**src/rtl/bce_pkg.sv**
```systemverilog
package bce_pkg;
    localparam int SEL_W = 5;

    typedef struct packed {
        logic c;
        logic z;
        logic s;
        logic o;
        logic p;
    } flags_t;

    typedef enum logic [SEL_W-1:0] {
        SEL_CSET  = 5'd0,
        SEL_CCLR  = 5'd1,
        SEL_ZSET  = 5'd2,
        SEL_ZCLR  = 5'd3,
        SEL_BE    = 5'd4,
        SEL_A     = 5'd5,
        SEL_SSET  = 5'd6,
        SEL_SCLR  = 5'd7,
        SEL_PSET  = 5'd8,
        SEL_PCLR  = 5'd9,
        SEL_LT    = 5'd10,
        SEL_GE    = 5'd11,
        SEL_LE    = 5'd12,
        SEL_GT    = 5'd13,
        SEL_OSET  = 5'd14,
        SEL_OCLR  = 5'd15,
        SEL_CNTZ  = 5'd16,
        SEL_LOOP  = 5'd17,
        SEL_LOOPZ = 5'd18,
        SEL_LOOPN = 5'd19
    } cond_e;
endpackage

```
**src/rtl/bce_flag_test.sv**
```systemverilog
module bce_flag_test
    import bce_pkg::*;
(
    input  logic [SEL_W-1:0] sel,
    input  flags_t           flags,
    output logic             hit
);
    logic s_ne_o;

    always_comb begin
        s_ne_o = flags.s ^ flags.o;
        case (cond_e'(sel))
            SEL_CSET: hit = flags.c;
            SEL_CCLR: hit = !flags.c;
            SEL_ZSET: hit = flags.z;
            SEL_ZCLR: hit = !flags.z;
            SEL_BE:   hit = flags.c | flags.z;
            SEL_A:    hit = !(flags.c | flags.z);
            SEL_SSET: hit = flags.s;
            SEL_SCLR: hit = !flags.s;
            SEL_PSET: hit = flags.p;
            SEL_PCLR: hit = !flags.p;
            SEL_LT:   hit = s_ne_o;
            SEL_GE:   hit = !s_ne_o;
            SEL_LE:   hit = flags.z | s_ne_o;
            SEL_GT:   hit = !(flags.z | s_ne_o);
            SEL_OSET: hit = flags.o;
            SEL_OCLR: hit = !flags.o;
            default:  hit = 1'b0;
        endcase
    end
endmodule

```
**src/rtl/bce_count_unit.sv**
```systemverilog
module bce_count_unit
    import bce_pkg::*;
#(
    parameter int CNT_W = 16
) (
    input  logic [SEL_W-1:0] sel,
    input  logic             zf,
    input  logic [CNT_W-1:0] cnt,
    output logic             hit,
    output logic             wr,
    output logic [CNT_W-1:0] cnt_new
);
    logic [CNT_W-1:0] dec;
    logic             dec_nz;

    always_comb begin
        dec     = cnt - CNT_W'(1);
        dec_nz  = |dec;
        hit     = 1'b0;
        wr      = 1'b0;
        cnt_new = cnt;
        case (cond_e'(sel))
            SEL_CNTZ:  hit = ~|cnt;
            SEL_LOOP:  begin wr = 1'b1; cnt_new = dec; hit = dec_nz;        end
            SEL_LOOPZ: begin wr = 1'b1; cnt_new = dec; hit = dec_nz & zf;   end
            SEL_LOOPN: begin wr = 1'b1; cnt_new = dec; hit = dec_nz & !zf;  end
            default:   ;
        endcase
    end
endmodule

```
**src/rtl/branch_cond_eval.sv**
```systemverilog
module branch_cond_eval
    import bce_pkg::*;
#(
    parameter int CNT_W = 16
) (
    input  logic             clk,
    input  logic             rst_n,
    input  logic             in_valid,
    input  logic [SEL_W-1:0] cond_sel,
    input  logic             flag_c,
    input  logic             flag_z,
    input  logic             flag_s,
    input  logic             flag_o,
    input  logic             flag_p,
    input  logic [CNT_W-1:0] count_in,
    output logic             out_valid,
    output logic             taken,
    output logic             cnt_wr,
    output logic [CNT_W-1:0] cnt_out
);
    localparam logic [SEL_W-1:0] FIRST_RSVD = SEL_W'(20);

    typedef struct packed {
        logic             valid;
        logic             taken;
        logic             wr;
        logic [CNT_W-1:0] cnt;
    } res_t;

    flags_t           flags;
    logic             flag_hit;
    logic             cnt_hit;
    logic             cnt_wr_c;
    logic [CNT_W-1:0] cnt_new;
    res_t             res_d, res_q;

    assign flags = '{c: flag_c, z: flag_z, s: flag_s, o: flag_o, p: flag_p};

    bce_flag_test u_flag (
        .sel   (cond_sel),
        .flags (flags),
        .hit   (flag_hit)
    );

    bce_count_unit #(.CNT_W(CNT_W)) u_cnt (
        .sel     (cond_sel),
        .zf      (flag_z),
        .cnt     (count_in),
        .hit     (cnt_hit),
        .wr      (cnt_wr_c),
        .cnt_new (cnt_new)
    );

    always_comb begin
        res_d = '0;
        if (in_valid) begin
            res_d.valid = 1'b1;
            res_d.taken = flag_hit | cnt_hit;
            res_d.wr    = cnt_wr_c;
            res_d.cnt   = cnt_new;
        end
    end

    always_ff @(posedge clk) begin
        if (!rst_n) res_q <= '0;
        else        res_q <= res_d;
    end

    assign out_valid = res_q.valid;
    assign taken     = res_q.taken;
    assign cnt_wr    = res_q.wr;
    assign cnt_out   = res_q.cnt;

    a_r10_idle_quiet: assert property (@(posedge clk) disable iff (!rst_n)
        !$past(in_valid) |-> (!taken && !cnt_wr && !out_valid));

    a_r6_decrement: assert property (@(posedge clk) disable iff (!rst_n)
        cnt_wr |-> (cnt_out == CNT_W'($past(count_in) - CNT_W'(1))));

    a_r5_cntz_no_write: assert property (@(posedge clk) disable iff (!rst_n)
        $past(in_valid && cond_sel == SEL_W'(16)) |->
            (!cnt_wr && (taken == ($past(count_in) == '0))));

    a_r9_reserved_inert: assert property (@(posedge clk) disable iff (!rst_n)
        $past(in_valid && cond_sel >= FIRST_RSVD) |-> (!taken && !cnt_wr));

    a_r6_loop_exit: assert property (@(posedge clk) disable iff (!rst_n)
        (cnt_wr && taken) |-> (cnt_out != '0));
endmodule

```
**config.mk**
```make
export PLATFORM = sky130hd
export DESIGN_NAME = branch_cond_eval
export DESIGN_NICKNAME = d
export VERILOG_FILES = /design/src/rtl/bce_pkg.sv /design/src/rtl/bce_flag_test.sv /design/src/rtl/bce_count_unit.sv /design/src/rtl/branch_cond_eval.sv
export SDC_FILE = /design/constraint.sdc
export NUM_CORES = 1
export LEC_CHECK = 0
export BUFFER_PORTS_ARGS = -buffer_cell sky130_fd_sc_hd__buf_2
export CAP_MARGIN = 20
export CORE_MARGIN = 4
export CORE_UTILIZATION = 51
export DETAILED_ROUTE_END_ITERATION = 7
export PLACE_DENSITY = 0.83
export SLEW_MARGIN = 25
export SYNTH_ARGS = -nofsm -noshare
export SYNTH_HDL_FRONTEND = slang
export SYNTH_SLANG_ARGS = --single-unit
```
**constraint.sdc**
```tcl
create_clock -name clk -period 4.6 [get_ports clk]
set_input_delay 0.69 -clock clk [delete_from_list [all_inputs] [get_ports clk]]
set_output_delay 0.69 -clock clk [all_outputs]
set_load 0.01 [all_outputs]
```
==> metrics, run 1 <==
post-synthesis sequential area ratio between 30% and 40%; # port buffers between 40 and 50; gr ovfl total 0; Root Driver clkbuf_4; drt drc 0; Final nets around 210; fin util between 60 and 70%; Primary FF master, synth dfxtp_1; first-pass GRT wire length roughly 4.5 mm; Final Hold Viols 0; FMAX about 530 MHz; worst slew pin tran 635.1 ps; drt first-iter violations 33; synthesized instance count 135; CORE AREA between 2000 and 2500 sq um; final wirelength ~2.8 mm; HP Start count_in[15]; relative slew slack 57.56%; Pins Over Slew Limit 0; Layout Cells excl Fill between 200 and 250; GP Congestion ~0.92; diode count 0; die width roughly 56 um; Leak 0.6175 nW; Post-synth EDFFs 0; aggregate negative setup slack 0 ps; largest net degree at the start of global routing 20; post-synthesis async set-or-reset flop share 0%; CTS tree done; top cells by count, synth nor2_1 (25), dfxtp_1 (19), xnor2_1 (10); ratio of cells with drive above 1 in the final layout between 30% and 40%; CP Data Required Time 4770 ps; Final min period roughly 1900 ps; critical path arrival approximately 2100 ps; final setup vio count 0; Tcrit/Tclk final between 40% and 50%; slowest stage delay, CP between 300 and 400 ps; Startpoint Class input port; Area Growth Syn to Fin 22.60%; Routed Antenna Nets 0; pwr/cell area between 200 and 250 nW/um^2; Netlist cell types 45; Slowest-stage cell, CP or3_1; Netlist Area Pre-Place roughly 1200 sq um; design area between 1000 and 1500 sq um; row cnt 17; DP Wirelength 2.256 mm; outcome completed; CP Launch Point count_in[0]; most common cell in the netlist nor2_1; dpl cell area approximately 1400 sq um; yosys synthesis warning count 0; max-cap violations 0; number of global-route vias before repair 1053; worst-path fanout max 7; drt via density about 5.5; peak supply drop 0.1314 mV; worst path cell trace buf_2 -> inv_1 -> ha_1 -> nand3_4 -> or3_1 -> o31ai_1 -> a21oi_1; Top Ports 48; Post-CTS Setup Inserts 0; kind of critical path in2reg; DP Cell Count 206; path type of the worst min-delay path in2reg; Syn Area/Cell approximately 8.7 sq um; CTS buffer count 3; WL/cell about 13 um; DR vias roughly 1200; RSZ-0062 raised after global routing false; Pre-antenna DRT Iters 7; die height between 50 and 60 um; post-CTS sizing 0; Synth top area share 32.41%; H-tree levels 1; Initial Utilization ~54%; clock sinks 19; clock slew at reported path FFs 110 ps; CTS max path bufs 2; total die area 3133 sq um; Yosys reg bits 19; leading area contributor after synthesis dfxtp_1; top cells by area, synth dfxtp_1 (32%), nor2_1 (8.0%), xnor2_1 (7.5%), xor2_1 (6.7%), nor4_1 (2.7%); net count after synthesis 166; initial antenna violation count 0; Post-CTS Hold Fix Bufs 0; CP endpoint kind register; Tot GR Track Use 17.57%; WHS roughly 640 ps
-- final timing paths --
path / endpoint / slack [ps] / depth (start not counted)
worst max-delay path: cnt_out[6]$_SDFF_PN0_ / 2700 / 7
worst min-delay path: cnt_out[15]$_SDFF_PN0_ / 640 / 3
-- logic make-up after synthesis --
logic type | after synthesis | synth area share, %
compound gates | 19 | 12.37
xor+xnor | 19 | 14.18
fa+ha+maj | 2 | 2.132
buf+inv | 9 | 4.264
flops | 19 | 32.41
mux | 2 | 1.706
simple gates | 65 | 32.94
-- critical path: cells and delay by family --
family	cells	cell delay [ps]
AND/OR/NAND/NOR	2	550
AO/OA/AOI/OAI	2	320
adder cells (fa/ha/maj)	1	320
buffers and inverters	2	200
-- final cells by class --
type / count / area [sq um]
clock buffer: 4 / 26.28
fill: 184 / 752.0
inverter: 5 / 18.77
multi-input combinational: 107 / 743.2
sequential: 19 / 380.4
tap: 28 / 35.03
timing repair buffer: 47 / 235.2
-- power by group --
part / switching, W / total (W) / internal [W]
Sequential: 0.00000144 / 0.000173 / 0.000171
Clock: 0.0000541 / 0.0000879 / 0.0000339
Combinational: 0.0000437 / 0.0000753 / 0.0000317
-- sequential cells by signal, indices dropped and copies added, names as in the netlist --
register,count
cnt_out,16
cnt_wr,1
out_valid,1
taken,1
-- metal layers --
layer | GRT usage, % | wire [um]
met5 | 0 | 0
met2 | 32.05 | 1420
met4 | 9.153 | 59
met1 | 19.49 | 1094
met3 | 2.320 | 236
-- cell usage in the layout (no fill, tap or decap), drive strengths merged, types with 2 or more instances in the layout --
cell and instances:
nand2 9, nor3 4, nor2b 2, buf 47
inv 5, nor4b 2, or2 2, ha 2
clkbuf 4, o21ai 3, nand3 5, xor2 9
mux2i 2, nor4 5, nor2 25, a21oi 3
dfxtp 19, o31ai 2, xnor2 10, nand4 3
a211oi 2
-- metrics by stage --
| step | total power [W] | setup WS, ps |
|---|---|---|
| after CTS | 0.0003365 | 2701 |
| after global placement | 0.0002491 | 2445 |
| final | 0.0003360 | 2700 |
| after global routing | 0.0003516 | 2639 |
| after floorplan | 0.0002176 | 2666 |
| after detailed placement | 0.0002517 | 2385 |
No activity file was read; power rests on OpenSTA's default activity.
==> run 2: changes to the inputs <==
--- a/config.mk
+++ b/config.mk
@@ -8,9 +8,9 @@
 export BUFFER_PORTS_ARGS = -buffer_cell sky130_fd_sc_hd__buf_2
 export CAP_MARGIN = 20
 export CORE_MARGIN = 4
-export CORE_UTILIZATION = 51
+export CORE_UTILIZATION = 47
 export DETAILED_ROUTE_END_ITERATION = 7
-export PLACE_DENSITY = 0.83
+export PLACE_DENSITY = 0.77
 export SLEW_MARGIN = 25
 export SYNTH_ARGS = -nofsm -noshare
 export SYNTH_HDL_FRONTEND = slang
==> constraint.sdc (replaced) <==
create_clock -name clk -period 1.8 [get_ports clk]
set_input_delay 0.27 -clock clk [delete_from_list [all_inputs] [get_ports clk]]
set_output_delay 0.27 -clock clk [all_outputs]
set_load 0.01 [all_outputs]
==> metrics, run 2 (synthesized netlist as in run 1, its figures left out) <==
worst-path fanout max 6 (-1); Routed Antenna Nets 0 (unchanged); Top Ports 48 (unchanged); Pre-antenna DRT Iters 4 (-3); diode count 0 (unchanged); clock slew at reported path FFs 110 ps (about the same); H-tree levels 1 (unchanged); dpl cell area 1443 sq um (+2.1%); WL/cell 13.04 um (-2.6%); gr ovfl total 0 (unchanged); outcome completed; # port buffers 47 (unchanged); CP endpoint kind register; worst slew pin tran 620.2 ps (-14.88 ps); initial antenna violation count 0 (unchanged); CTS max path bufs 2 (unchanged); Tcrit/Tclk final around 81%; DP Wirelength 2.295 mm (+1.8%); first-pass GRT wire length 4.878 mm (+9.4%); path type of the worst min-delay path in2reg; pwr/cell area 583.3 nW/um^2 (+150%); number of global-route vias before repair 1196 (+14%); total die area 3361 sq um (+7.3%); critical path arrival 1620 ps (-450 ps); die height 57.97 um (+3.6%); ratio of cells with drive above 1 in the final layout 34.41% (+2.0 points); GP Congestion 0.8916 (-2.8%); drt first-iter violations 19 (-42%); drt drc 0 (unchanged); Startpoint Class input port; Final min period 1450 ps; post-CTS sizing 0 (unchanged); Slowest-stage cell, CP or3_1; final setup vio count 0 (unchanged); design area 1470 sq um (+2.2%); Post-CTS Setup Inserts 0 (unchanged); Worst Hold Depth 3 (unchanged); Tot GR Track Use 18.06% (+0.49 points); relative slew slack 58.55% (+0.99 points); most frequent cells in the layout buf_2 (47), nor2_1 (25), dfxtp_1 (19); aggregate negative setup slack 0 ps (unchanged); peak supply drop 0.4256 mV (+220%); max-cap violations 0 (unchanged); largest net degree at the start of global routing 20 (unchanged); slowest stage delay, CP 370 ps (about the same); die width 57.97 um (+3.6%); flip-flop count of the largest register after layout 16 (unchanged); row cnt 17 (unchanged); worst path cell trace buf_2 -> inv_1 -> ha_1 -> nand3_4 -> or3_1 -> o31ai_1 -> a21oi_1; DR vias 1142 (-1.8%); Initial Utilization 51.09% (-2.5 points); final wirelength 2.791 mm (-0.71%); Post-CTS Hold Fix Bufs 0 (unchanged); CTS tree done; CORE AREA 2297 sq um (+4.9%); drt via density 5.336 (-3.6%); Root Driver clkbuf_4; Pins Over Slew Limit 0 (unchanged); CTS buffer count 3 (unchanged); Final Hold Viols 0 (unchanged); clock sinks 19 (unchanged); RSZ-0062 raised after global routing false; Final nets 218 (+1.9%); commonest non-fill, non-tap cell in the layout buf_2; Leak 0.6411 nW (+3.8%); CP Data Required Time 1970 ps (-2800 ps); kind of critical path in2reg; FMAX just under 700 MHz; Area Growth Syn to Fin 25.27%
run 2: cell types whose count changed in the layout (fill, tap and decap cells not counted), sizes merged:
| cell | before | now |
|---|---|---|
| buf | 47 | 51 |
| clkbuf | 4 | 3 |
| clkinv | 0 | 1 |
run 2: final cells by class:
cell class	instances	area (sq um)
fill	215	827.0
multi-input combinational	107	743.2
sequential	19	380.4
timing repair buffer	51	265.3
tap	28	35.03
clock buffer	3	22.52
inverter	5	18.77
clock inverter	1	5.005
run 2: where the power goes:
group / total [W] / switching (W) / internal [W]
clock network: 0.000220 / 0.000137 / 0.0000829
registers: 0.000441 / 0.00000344 / 0.000438
logic: 0.000197 / 0.000111 / 0.0000854
run 2: worst max-delay path: cells and delay by family:
kind / cells / cell delay, ps
compound gates: 2 / 300
fa+ha+maj: 1 / 300
buf+inv: 2 / 200
simple gates: 2 / 550
run 2: path summary, 6_finish.rpt:
| kind | from | to | slack (ps) |
|---|---|---|---|
| setup / recovery | count_in[1] | cnt_out[6]$_SDFF_PN0_ | 350 |
| hold / removal | count_in[15] | cnt_out[15]$_SDFF_PN0_ | 220 |
run 2: metrics by stage:
| step | instances | total power (W) | setup WS [ps] | utilization, % | hold WS [ps] |
|---|---|---|---|---|---|
| 5_1_grt | 214 | 0.0009063 | 214.4 | 64.00 | 236.9 |
| 6_report | 214 | 0.0008576 | 350.4 | 64.00 | 223.8 |
| 4_1_cts | 214 | 0.0008677 | 344.4 | 64.00 | 221.3 |
| 3_3_place_gp | 210 | 0.0006419 | 77.12 | 62.80 | 532.2 |
| 2_1_floorplan | 135 | 0.0005561 | 285.7 | - | 414.8 |
| 3_5_place_dp | 210 | 0.0006483 | 44.06 | 62.80 | 544.9 |
run 2: per-layer routing:
layer | vias up | share of wire [%] | global-route usage, %
met5 | - | 0 | 0
met2 | 44 | 51 | 34.84
li1 | 576 | - | -
met1 | 512 | 40 | 18.73
met3 | 10 | 7.0 | 2.227
met4 | 0 | 2.7 | 9.272
